`config.mk`:
```
export PLATFORM = sky130hd
export DESIGN_NAME = scl_bit_timer
export DESIGN_NICKNAME = d
export VERILOG_FILES = /design/src/rtl/scl_tmr_pkg.sv /design/src/rtl/scl_line_sense.sv /design/src/rtl/scl_half_timer.sv /design/src/rtl/scl_edge_tally.sv /design/src/rtl/scl_bit_timer.sv
export SDC_FILE = /design/constraint.sdc
export NUM_CORES = 1
export LEC_CHECK = 0
export BUFFER_PORTS_ARGS = -buffer_cell sky130_fd_sc_hd__buf_2
export CORE_MARGIN = 4
export CORE_UTILIZATION = 53
export DETAILED_ROUTE_END_ITERATION = 10
export PLACE_DENSITY = 0.76
export SLEW_MARGIN = 20
export SYNTH_ARGS = -nofsm -noshare
export SYNTH_HDL_FRONTEND = slang
export SYNTH_SLANG_ARGS = --single-unit
```
`constraint.sdc`:
```
create_clock -name clk -period 2.3 [get_ports clk]
set_input_delay 0.115 -clock clk [delete_from_list [all_inputs] [get_ports clk]]
set_output_delay 0.115 -clock clk [all_outputs]
set_load 0.02 [all_outputs]
```
`src/rtl/scl_tmr_pkg.sv`:
```
package scl_tmr_pkg;

    localparam int unsigned DEF_FIELD_W    = 8;
    localparam int unsigned EDGES_PER_BYTE = 18;
    localparam int unsigned SENSE_OVERHEAD = 2;

    typedef enum logic {
        ST_IDLE = 1'b0,
        ST_RUN  = 1'b1
    } tmr_state_e;

    typedef struct packed {
        logic level;
        logic chg;
    } scl_sense_t;

    // High compare field for a frame of the given number of bytes.
    function automatic int unsigned frame_edges(input int unsigned bytes);
        return bytes * EDGES_PER_BYTE + 1;
    endfunction

    // Low compare field for a wanted SCL rate, with the sensing overhead removed.
    function automatic int unsigned half_reload(input int unsigned src_hz,
                                                input int unsigned scl_hz);
        int unsigned half;
        half = (src_hz / scl_hz) / 2;
        return (half > SENSE_OVERHEAD) ? half - SENSE_OVERHEAD : 0;
    endfunction

endpackage

```
`src/rtl/scl_line_sense.sv`:
```
module scl_line_sense
    import scl_tmr_pkg::*;
(
    input  logic       clk,
    input  logic       rst,
    input  logic       scl_in,
    output scl_sense_t sense
);
    logic lvl_q;
    logic lvl_qq;

    // Both stages reset to the released (high) level of an idle bus.
    always_ff @(posedge clk) begin
        if (rst) begin
            lvl_q  <= 1'b1;
            lvl_qq <= 1'b1;
        end else begin
            lvl_q  <= scl_in;
            lvl_qq <= lvl_q;
        end
    end

    assign sense.level = lvl_q;
    assign sense.chg   = lvl_q ^ lvl_qq;

endmodule

```
`src/rtl/scl_half_timer.sv`:
```
module scl_half_timer #(
    parameter int unsigned W = 8
) (
    input  logic         clk,
    input  logic         rst,
    input  logic         run,
    input  logic         match,
    input  logic [W-1:0] reload,
    output logic         expire
);
    logic [W-1:0] cnt;

    // Held at the reload value while stopped or while the pin disagrees.
    always_ff @(posedge clk) begin
        if (rst || !run || !match) begin
            cnt <= reload;
        end else if (cnt == '0) begin
            cnt <= reload;
        end else begin
            cnt <= cnt - 1'b1;
        end
    end

    assign expire = run && match && (cnt == '0);

endmodule

```
`src/rtl/scl_edge_tally.sv`:
```
module scl_edge_tally #(
    parameter int unsigned W = 8
) (
    input  logic         clk,
    input  logic         rst,
    input  logic         run,
    input  logic         step,
    input  logic [W-1:0] limit,
    output logic         reached
);
    logic [W-1:0] ecnt;

    always_ff @(posedge clk) begin
        if (rst || !run) begin
            ecnt <= '0;
        end else if (step) begin
            ecnt <= ecnt + 1'b1;
        end
    end

    assign reached = (ecnt == limit);

    // the edge count moves by at most one per cycle inside a frame.
    a_r5_edge_step: assert property (@(posedge clk) disable iff (rst)
        (run && $past(run)) |-> (ecnt == $past(ecnt) || ecnt == $past(ecnt) + 1'b1));

endmodule

```
`src/rtl/scl_bit_timer.sv`:
```
module scl_bit_timer
    import scl_tmr_pkg::*;
#(
    parameter int unsigned FIELD_W = DEF_FIELD_W
) (
    input  logic                   clk,
    input  logic                   rst,
    input  logic                   trig,
    input  logic                   scl_in,
    input  logic [2*FIELD_W-1:0]   cmp,
    input  logic                   abort_mode,
    output logic                   scl_oe,
    output logic                   active
);
    localparam int unsigned CMP_W = 2 * FIELD_W;

    tmr_state_e         state;
    logic               tout;
    scl_sense_t         sense;
    logic [FIELD_W-1:0] half_fld;
    logic [FIELD_W-1:0] edge_fld;
    logic               run;
    logic               match;
    logic               expire;
    logic               reached;
    logic               stop_now;
    logic               toggle;

    assign half_fld = cmp[FIELD_W-1:0];
    assign edge_fld = cmp[CMP_W-1:FIELD_W];
    assign run      = (state == ST_RUN);
    assign match    = (sense.level == tout);

    scl_line_sense u_sense (
        .clk    (clk),
        .rst    (rst),
        .scl_in (scl_in),
        .sense  (sense)
    );

    scl_half_timer #(.W(FIELD_W)) u_half (
        .clk    (clk),
        .rst    (rst),
        .run    (run),
        .match  (match),
        .reload (half_fld),
        .expire (expire)
    );

    scl_edge_tally #(.W(FIELD_W)) u_tally (
        .clk     (clk),
        .rst     (rst),
        .run     (run),
        .step    (toggle),
        .limit   (edge_fld),
        .reached (reached)
    );

    // Abort mode: the sensed edge alone ends the frame. Normal mode: expiry at the edge limit.
    always_comb begin
        if (abort_mode) begin
            stop_now = run && sense.chg;
        end else begin
            stop_now = run && expire && reached;
        end
        toggle = run && expire && !stop_now;
    end

    always_ff @(posedge clk) begin
        if (rst) begin
            state <= ST_IDLE;
            tout  <= 1'b0;
        end else begin
            unique case (state)
                ST_IDLE: begin
                    if (trig) begin
                        state <= ST_RUN;
                        tout  <= 1'b0;
                    end
                end
                ST_RUN: begin
                    if (stop_now) begin
                        state <= ST_IDLE;
                    end else if (toggle) begin
                        tout <= ~tout;
                    end
                end
                default: state <= ST_IDLE;
            endcase
        end
    end

    assign active = run;
    assign scl_oe = run && !tout;

    // reset leaves the timer idle with the line released.
    a_r1_reset_clears: assert property (@(posedge clk)
        rst |=> (!active && !scl_oe));

    // a new frame begins with SCL pulled low.
    a_r3_start_low: assert property (@(posedge clk) disable iff (rst)
        $rose(active) |-> scl_oe);

    // no output toggle while the sensed pin disagrees with the output.
    a_r7_hold_mismatch: assert property (@(posedge clk) disable iff (rst)
        (run && (sense.level != tout)) |=> (tout == $past(tout)));

    // in abort mode a sensed edge ends the frame in the next cycle.
    a_r8_abort_stop: assert property (@(posedge clk) disable iff (rst)
        (run && abort_mode && sense.chg) |=> !active);

endmodule

```
**Word-level counts from Yosys, hierarchy flattened**

Cells that the tools add are included.

- Logic and storage cells: 41
- RAM bits: 0
- Memory bits (read-only): 0
- Register bits after elaboration: 20
- Bits in latches: 0
- Input port bits: 21
- Memories: 0

- Equal/unequal tests: 5
- $lt $le $gt $ge: 0
- Multipliers: 0
- Shift operators: 0
- Multiplexer cells: 10
- Bitwise operators: 3
- Reductions and logical operators: 15
- $add $sub $neg: 2
- Div/mod/pow operators: 0

Operator list:

| kind | number |
|---|---|
| $mux W8 | 2 |
| $add A8 B1 Y8 const B | 1 |
| $eq A8 B8 Y1 | 1 |
| $logic_not A8 Y1 | 1 |
| $sub A8 B1 Y8 const B | 1 |
| $logic_and A1 B1 Y1 | 7 |
| $mux W1 | 6 |
| $logic_not A1 Y1 | 4 |
| $ne A2 B2 Y1 const B | 2 |
| $pmux W1 S2 | 2 |
| $reduce_and A3 Y1 | 1 |
| $logic_or A1 B1 Y1 | 2 |
| $ne A2 B1 Y1 const B | 1 |
| $not A1 Y1 | 2 |
| $eq A1 B1 Y1 | 1 |
| $xor A1 B1 Y1 | 1 |

**Logic depth before layout (Yosys ltp)**

Gate-level depths: netlist of run 1.

- Depth after elaboration: 11
- Depth in mapped cells: 8

**Cells and area by module**

A second synthesis of run 1 with hierarchy kept.

- Cell total of the unflattened synthesis: 117
- Area, all modules: 1118.6 µm²

Modules (own cells, without submodules):

| module | area an instance (µm²) | instances | sequential area each (µm²) | cells an instance |
|---|---|---|---|---|
| scl_half_timer | 471.7 | 1 | 160.2 | 47 |
| scl_edge_tally | 434.2 | 1 | 160.2 | 50 |
| scl_bit_timer | 143.9 | 1 | 40.0 | 14 |
| scl_line_sense | 68.8 | 1 | 40.0 | 6 |

**Worst setup path after synthesis of run 1**

No wires, ideal clock.

- Path kind: register to register
- Start: register u_half.cnt[0]
- End: register u_tally.ecnt[3]
- Library setup time: 71 ps
- Slack: 592 ps
- Stages on the path, launching flop included: 8
- Data arrival time: 1637 ps
- Data required time: 2229 ps
- Path through: dfxtp_1 inv_1 ha_1 nor3b_1 and4_4 nand2_4 or4_1 a21oi_1

- Cells in the longest elaborated chain, start to end: 7

Ends and longest elaborated chain:

| element | RTL line | text |
|---|---|---|
| start: declaration | scl_half_timer.sv:11 | `logic [W-1:0] cnt;` |
| start signal: assignment | scl_half_timer.sv:16 | `cnt <= reload;` |
| start signal: assignment | scl_half_timer.sv:18 | `cnt <= reload;` |
| start signal: assignment | scl_half_timer.sv:20 | `cnt <= cnt - 1'b1;` |
| $logic_not A8 Y1 * | scl_half_timer.sv:24 | `assign expire = run && match && (cnt == '0);` |
| $logic_and A1 B1 Y1 * | scl_half_timer.sv:24 |  |
| $logic_and A1 B1 Y1 * | scl_bit_timer.sv:64, scl_bit_timer.sv:66 |  |
| $logic_and A1 B1 Y1 | scl_bit_timer.sv:64 | `stop_now = run && expire && reached;` |
| $mux W1 | scl_bit_timer.sv:61 | `if (abort_mode) begin` |
| $logic_not A1 Y1 | scl_bit_timer.sv:66 | `toggle = run && expire && !stop_now;` |
| $logic_and A1 B1 Y1 * | scl_bit_timer.sv:66 |  |
| end signal: assignment | scl_edge_tally.sv:17 | `ecnt <= ecnt + 1'b1;` |
| end: declaration | scl_edge_tally.sv:11 | `logic [W-1:0] ecnt;` |

Mark *: on every way between the ends. The rest lies on a longest branch, timed or not.
A chain may end at the register's enable or synchronous reset.

**Final worst setup path of run 1**

Same ends and word-level chain as after synthesis.

==> out/metrics.yaml, run 1 <==
outcome: "finished, final reports clean"
synth_area_um2: 1100
core_area_um2: 1960
finalSetupViolations: 0
cts.reportedPaths.clkPinSlew_ns: 0.11
synthDominantCellAreaShare_pct: 36.5
via_per_inst: 5.55
setup_tns_ns: 0
die_w_um: 53.5
detail_route.wl_per_cell_um: 11.9
clock_latency_ns: 0.30
grt_overflow_total: 0
maxSlewHeadroom_pct: 66.1
cts_inserted_buffers: 3
area_growth_pct: 16.2
grtUsageTotal_pct: 17.4
drt_iter0_drc: 8
rsz0062_at_grt: "no"
grt_pass1_wl_um: 3720
final_net_count: 176
port_buffers: 22
first_pass_iters: 4
endpoint_kind: "flop"
root_buffer: "clkbuf_4"
drive_above_1_share_pct: 21.9
met1_usage_pct: 19.9
period_share_pct: 82.4
htree_levels: 1
ff2ff_path_depth: 7
synth_cells: 127
antenna_found_initial: 0
start_util_pct: 55.9
dpl.hpwl_um: 1640
cap_violations: 0
critPathArrivalTime_ns: 2.13
seqCellArea_um2: 400
synth.distinct_cells: 33
crit_fanout: 17
yosysWarnings: 0
critPathLaunchType: "flop"
num-fill-cells: 191
p_per_area_nw_per_um2: 511
antenna_left: 0
synth_top_cells_by_area: "dfxtp_1, xor2_1, a21oi_1, nand3_1, ha_1"
worstPathRequired_ns: 2.53
async_flop_share_pct: 0
cts_num_sinks: 20
synth_ff_type: "dfxtp_1"
finalMaxSlewViolations: 0
fmax_mhz: 528
multi_input_area_um2: 654
grt_busiest_layer: "met2"
synth_top_area_cell: "dfxtp_1"
cts_tree: "yes"
num_rows: 16
io_pins: 23
hold_viol: 0
dieArea_um2: 2860
synth_commonest_cells: "dfxtp_1, a21oi_1, xor2_1, nor2_1, nand3_1"
via_count: 988
yosysMostFrequentCell: "dfxtp_1"
hp-class: "primary input to flop"
cts.path.max_buffers: 2
place.gp.congestion: 0.773
grt_pass1_vias: 934
chipHeight_um: 53.5
synth_edf_count: 0
yosysSeqAreaShare_pct: 36.5
ys_ff_latch: 20
synth_nets: 151
finClkSkew_ns: 0.00673
syn_avg_cell_area_um2: 8.64
period_minus_slack_ns: 1.90
vdd_drop_max_v: 0.000345
use_met2_pct: 31.2
tightest_slew_ns: 0.508
antenna_cells: 0
worstSetupPathType: "flop to flop"
min_path_cells: 2
static-leakage-power_uw: 0.000524
use_met3_pct: 3.10
grt_start_max_net_pins: 19
drc: 0
drt_wl_total_um: 2120
finalPower_uw: 652
post_cts_resized: 0
## power by group
group / total (uW) / switching (uW) / internal (uW) / leakage, uW
Combinational: 75.6 / 36.7 / 38.8 / 0.000338
Clock: 203 / 106 / 96.5 / 0.0000210
Sequential: 374 / 15.1 / 359 / 0.000165
## cell usage in the layout (no fill, tap or decap), types with 2 or more instances in the layout
master,instances
or4_1,4
clkbuf_4,3
xor2_1,12
xnor2_1,4
buf_2,22
o31ai_1,4
and3_1,5
inv_1,6
nand3_1,8
or2_2,2
nor3b_1,2
nand2b_1,2
or3_1,3
o41ai_1,2
nand2_1,6
dfxtp_1,20
nor2_1,10
nor3_1,3
ha_1,3
a21oi_1,13
## stage by stage
step	util, %	setup WS, ns	hold WS (ns)	instances	area (um^2)
2_1_floorplan	-	0.592	0.198	127	1100
3_3_place_gp	62.6	0.482	0.298	173	1230
3_5_place_dp	62.6	0.429	0.305	173	1230
4_1_cts	65.0	0.397	0.0355	178	1270
5_1_grt	65.0	0.222	0.0258	178	1270
6_report	65.0	0.404	0.0400	178	1270
## layout make-up
type | instances | share of cell area [%]
flip-flops and latches | 20 | 31.4
well taps | 27 | 2.65
multi-input cells | 97 | 51.3
repair buffers | 24 | 10.0
inverters | 6 | 1.77
clock buffers | 4 | 2.85
## sequential cells by signal, summed over array words and instances, names as in the netlist
| name | flops |
|---|---|
| u_sense.lvl_qq | 1 |
| u_tally.ecnt | 8 |
| active | 1 |
| tout | 1 |
| u_half.cnt | 8 |
| u_sense.lvl_q | 1 |
## cells by family after synthesis
group	count (synthesis)	synth area share [%]
fa+ha+maj	3	3.42
xor+xnor	16	12.8
mux	2	1.94
flops	20	36.5
compound gates	25	14.4
buf+inv	10	3.88
simple gates	51	27.1
## repair_timing
item,CTS,global route
hold endpoints to repair,1,0
hold buffers,1,0
buffers inserted,0,0
## path summary, 6_finish.rpt
check	start	to	slack (ns)
worst max-delay path	u_half.cnt[0]	u_tally.ecnt[3]	0.40
worst min-delay path	rst	active	0.04
worst max register to register	u_half.cnt[0]	u_tally.ecnt[3]	0.40
worst min register to register	u_sense.lvl_q	u_sense.lvl_qq	0.53
## worst max-delay path, stage by stage, from the launching register on
cell,delay [ns]
dfxtp_1,0.33
inv_1,0.09
ha_1,0.14
nor3b_1,0.23
and4_4,0.28
nand2_4,0.12
or4_1,0.49
a21oi_1,0.14
## per-layer routing
layer	part of all wire, %	vias to the layer above
met5	0	-
met4	0.66	0
met3	5.1	4
met2	50	17
met1	45	457
li1	-	510
(Power assumes the default switching activity.)
==> inputs of run 2 (changes only) <==
clock period = 1.9 ns   (was 2.3 ns; I/O delays follow)
==> run 2 against run 1 <==
Net effect: the flow now finishes with violations (negative hold slack); first-iteration DRC count fell by 50%; sequential power up 22%; non-clock buffer count rose by 8; wire length up 8.3%; worst hold slack got worse by 0.042 ns; critical path depth unchanged; combinational power rose by 27%; register-to-register slack got worse by 0.33 ns; total power grew 23%; critical path type unchanged.
==> out/metrics.yaml, run 2 (synthesis gave the netlist of run 1 again) <==
drt_iter0_drc: 4  # -4
dieArea_um2: 2860  # unchanged
layout_commonest_cell: "buf_2"
num_rows: 16  # unchanged
ff2ff_path_depth: 7  # unchanged
hold_ws_ns: -0.00181  # -0.0418 ns
critPathArrivalTime_ns: 2.07  # -0.06 ns
antenna_left: 0  # unchanged
io_pins: 23  # unchanged
grt_overflow_total: 0  # unchanged
layout_setup_ws_ns: 0.0791  # -0.325 ns
root_buffer: "clkbuf_4"
antenna_cells: 0  # unchanged
cts_inserted_buffers: 3  # unchanged
drc: 0  # unchanged
grt_busiest_layer: "met2"
finClkSkew_ns: 0.00424  # -0.00248 ns
clock_latency_ns: 0.31  # about the same
fin_cells: 186  # +4.5%
final_net_count: 184  # +4.5%
static-leakage-power_uw: 0.000568  # +8.4%
period_share_pct: 95.8  # +13 points
p_per_area_nw_per_um2: 588  # +15%
cap_violations: 0  # unchanged
use_met2_pct: 32.4  # +1.2 points
fmax_mhz: 549  # +4.1%
finalSetupViolations: 0  # unchanged
grt_pass1_wl_um: 3710  # -0.38%
dp_slack_ns: -0.0332  # -0.462 ns
chipHeight_um: 53.5  # unchanged
drive_above_1_share_pct: 30.8  # +9.0 points
rsz0062_at_grt: "no"
tightest_slew_ns: 0.345  # -0.164 ns
grtUsageTotal_pct: 17.8  # +0.40 points
htree_levels: 1  # unchanged
dpl.hpwl_um: 1700  # +4.0%
grt_pass1_vias: 941  # +0.75%
detail_route.wl_per_cell_um: 12.3  # +3.6%
port_buffers: 22  # unchanged
setup_tns_ns: 0  # unchanged
first_pass_iters: 4  # unchanged
num-fill-cells: 167  # -13%
core_area_um2: 1960  # unchanged
hp-class: "primary input to flop"
cts_tree: "yes"
antenna_found_initial: 0  # unchanged
vdd_drop_max_v: 0.000408  # +18%
cts_num_sinks: 20  # unchanged
final_cell_mix: "buf_2, dfxtp_1, a21oi_1, xor2_1, nor2_1"
die_w_um: 53.5  # unchanged
violations: "negative hold slack"
drt_wl_total_um: 2300  # +8.3%
min_path_cells: 3  # +1
place.gp.congestion: 0.785  # +1.5%
seqCellArea_um2: 403  # +0.62%
start_util_pct: 55.9  # unchanged
met1_usage_pct: 19.0  # -0.88 points
cts.reportedPaths.clkPinSlew_ns: 0.12  # about the same
grt_start_max_net_pins: 19  # unchanged
place_inst: 178  # +2.9%
cts.path.max_buffers: 2  # unchanged
period_minus_slack_ns: 1.82  # -0.0747 ns
worstSetupPathType: "flop to flop"
via_per_inst: 5.36  # -3.4%
hold_viol: 1  # +1
use_met3_pct: 3.10  # unchanged
reg_top3: "u_half.cnt (8), u_tally.ecnt (8)"
area_growth_pct: 24.6
finalMaxSlewViolations: 0  # unchanged
crit_fanout: 14  # -3
via_count: 997  # +0.91%
maxSlewHeadroom_pct: 76.4  # +10 points
endpoint_kind: "flop"
outcome: "complete, but fails checks"
worstPathRequired_ns: 2.15  # -0.38 ns
multi_input_area_um2: 684  # +4.6%
critPathLaunchType: "flop"
-- run 2: cell types whose count changed in the layout (fill, tap and decap cells not counted), sizes merged --
cell,previous run,this run
buf,23,31
-- run 2: layout make-up --
class	count	share of cell area [%]
multi-input cells	97	50.0
well taps	27	2.47
clock buffers	4	2.65
inverters	6	1.65
flip-flops and latches	20	29.5
repair buffers	32	13.7
-- run 2: through the flow --
stage	utilization (%)	hold slack, ns	instance area (um^2)	total power (uW)
3_5_place_dp	64.5	0.283	1270	553
2_1_floorplan	-	0.178	1100	514
6_report	69.7	-0.00181	1370	804
4_1_cts	67.2	0.00540	1320	805
5_1_grt	69.7	0.0136	1370	838
3_3_place_gp	64.5	0.280	1270	549
-- run 2: what timing repair did --
item                                    in CTS  in global routing
gates resized for setup                      1                  9
endpoints found under the hold margin        1                  0
pin swaps                                    0                  1
endpoints found under the setup margin       4                  4
buffers inserted                             0                  3
hold buffers                                 1                  0
-- run 2: worst paths after layout --
path | start | endpoint | slack [ns]
worst max-delay path | u_half.cnt[0] | u_tally.ecnt[3] | 0.08
worst min-delay path | cmp[1] | u_half.cnt[1] | -0.002
worst max register to register | u_half.cnt[0] | u_tally.ecnt[3] | 0.08
worst min register to register | u_tally.ecnt[5] | u_tally.ecnt[5] | 0.53
-- run 2: per-layer routing --
metal	up-vias	part of all wire, %
met2	23	50
met5	-	0
li1	524	-
met1	442	42
met4	0	2.8
met3	8	5.1
-- run 2: worst max-delay path, cell delays in order, from the launching register on --
cell and delay [ns]:
dfxtp_2 0.35, inv_2 0.07, ha_2 0.16, nor3b_4 0.18, and4_4 0.29, nand2_8 0.09, or4_1 0.47, a21oi_1 0.14
-- run 2: power by group --
group          internal, uW  leakage, uW  switching, uW
logic                  49.8     0.000382           46.1
clock network           117    0.0000210            136
registers               435     0.000165           20.3
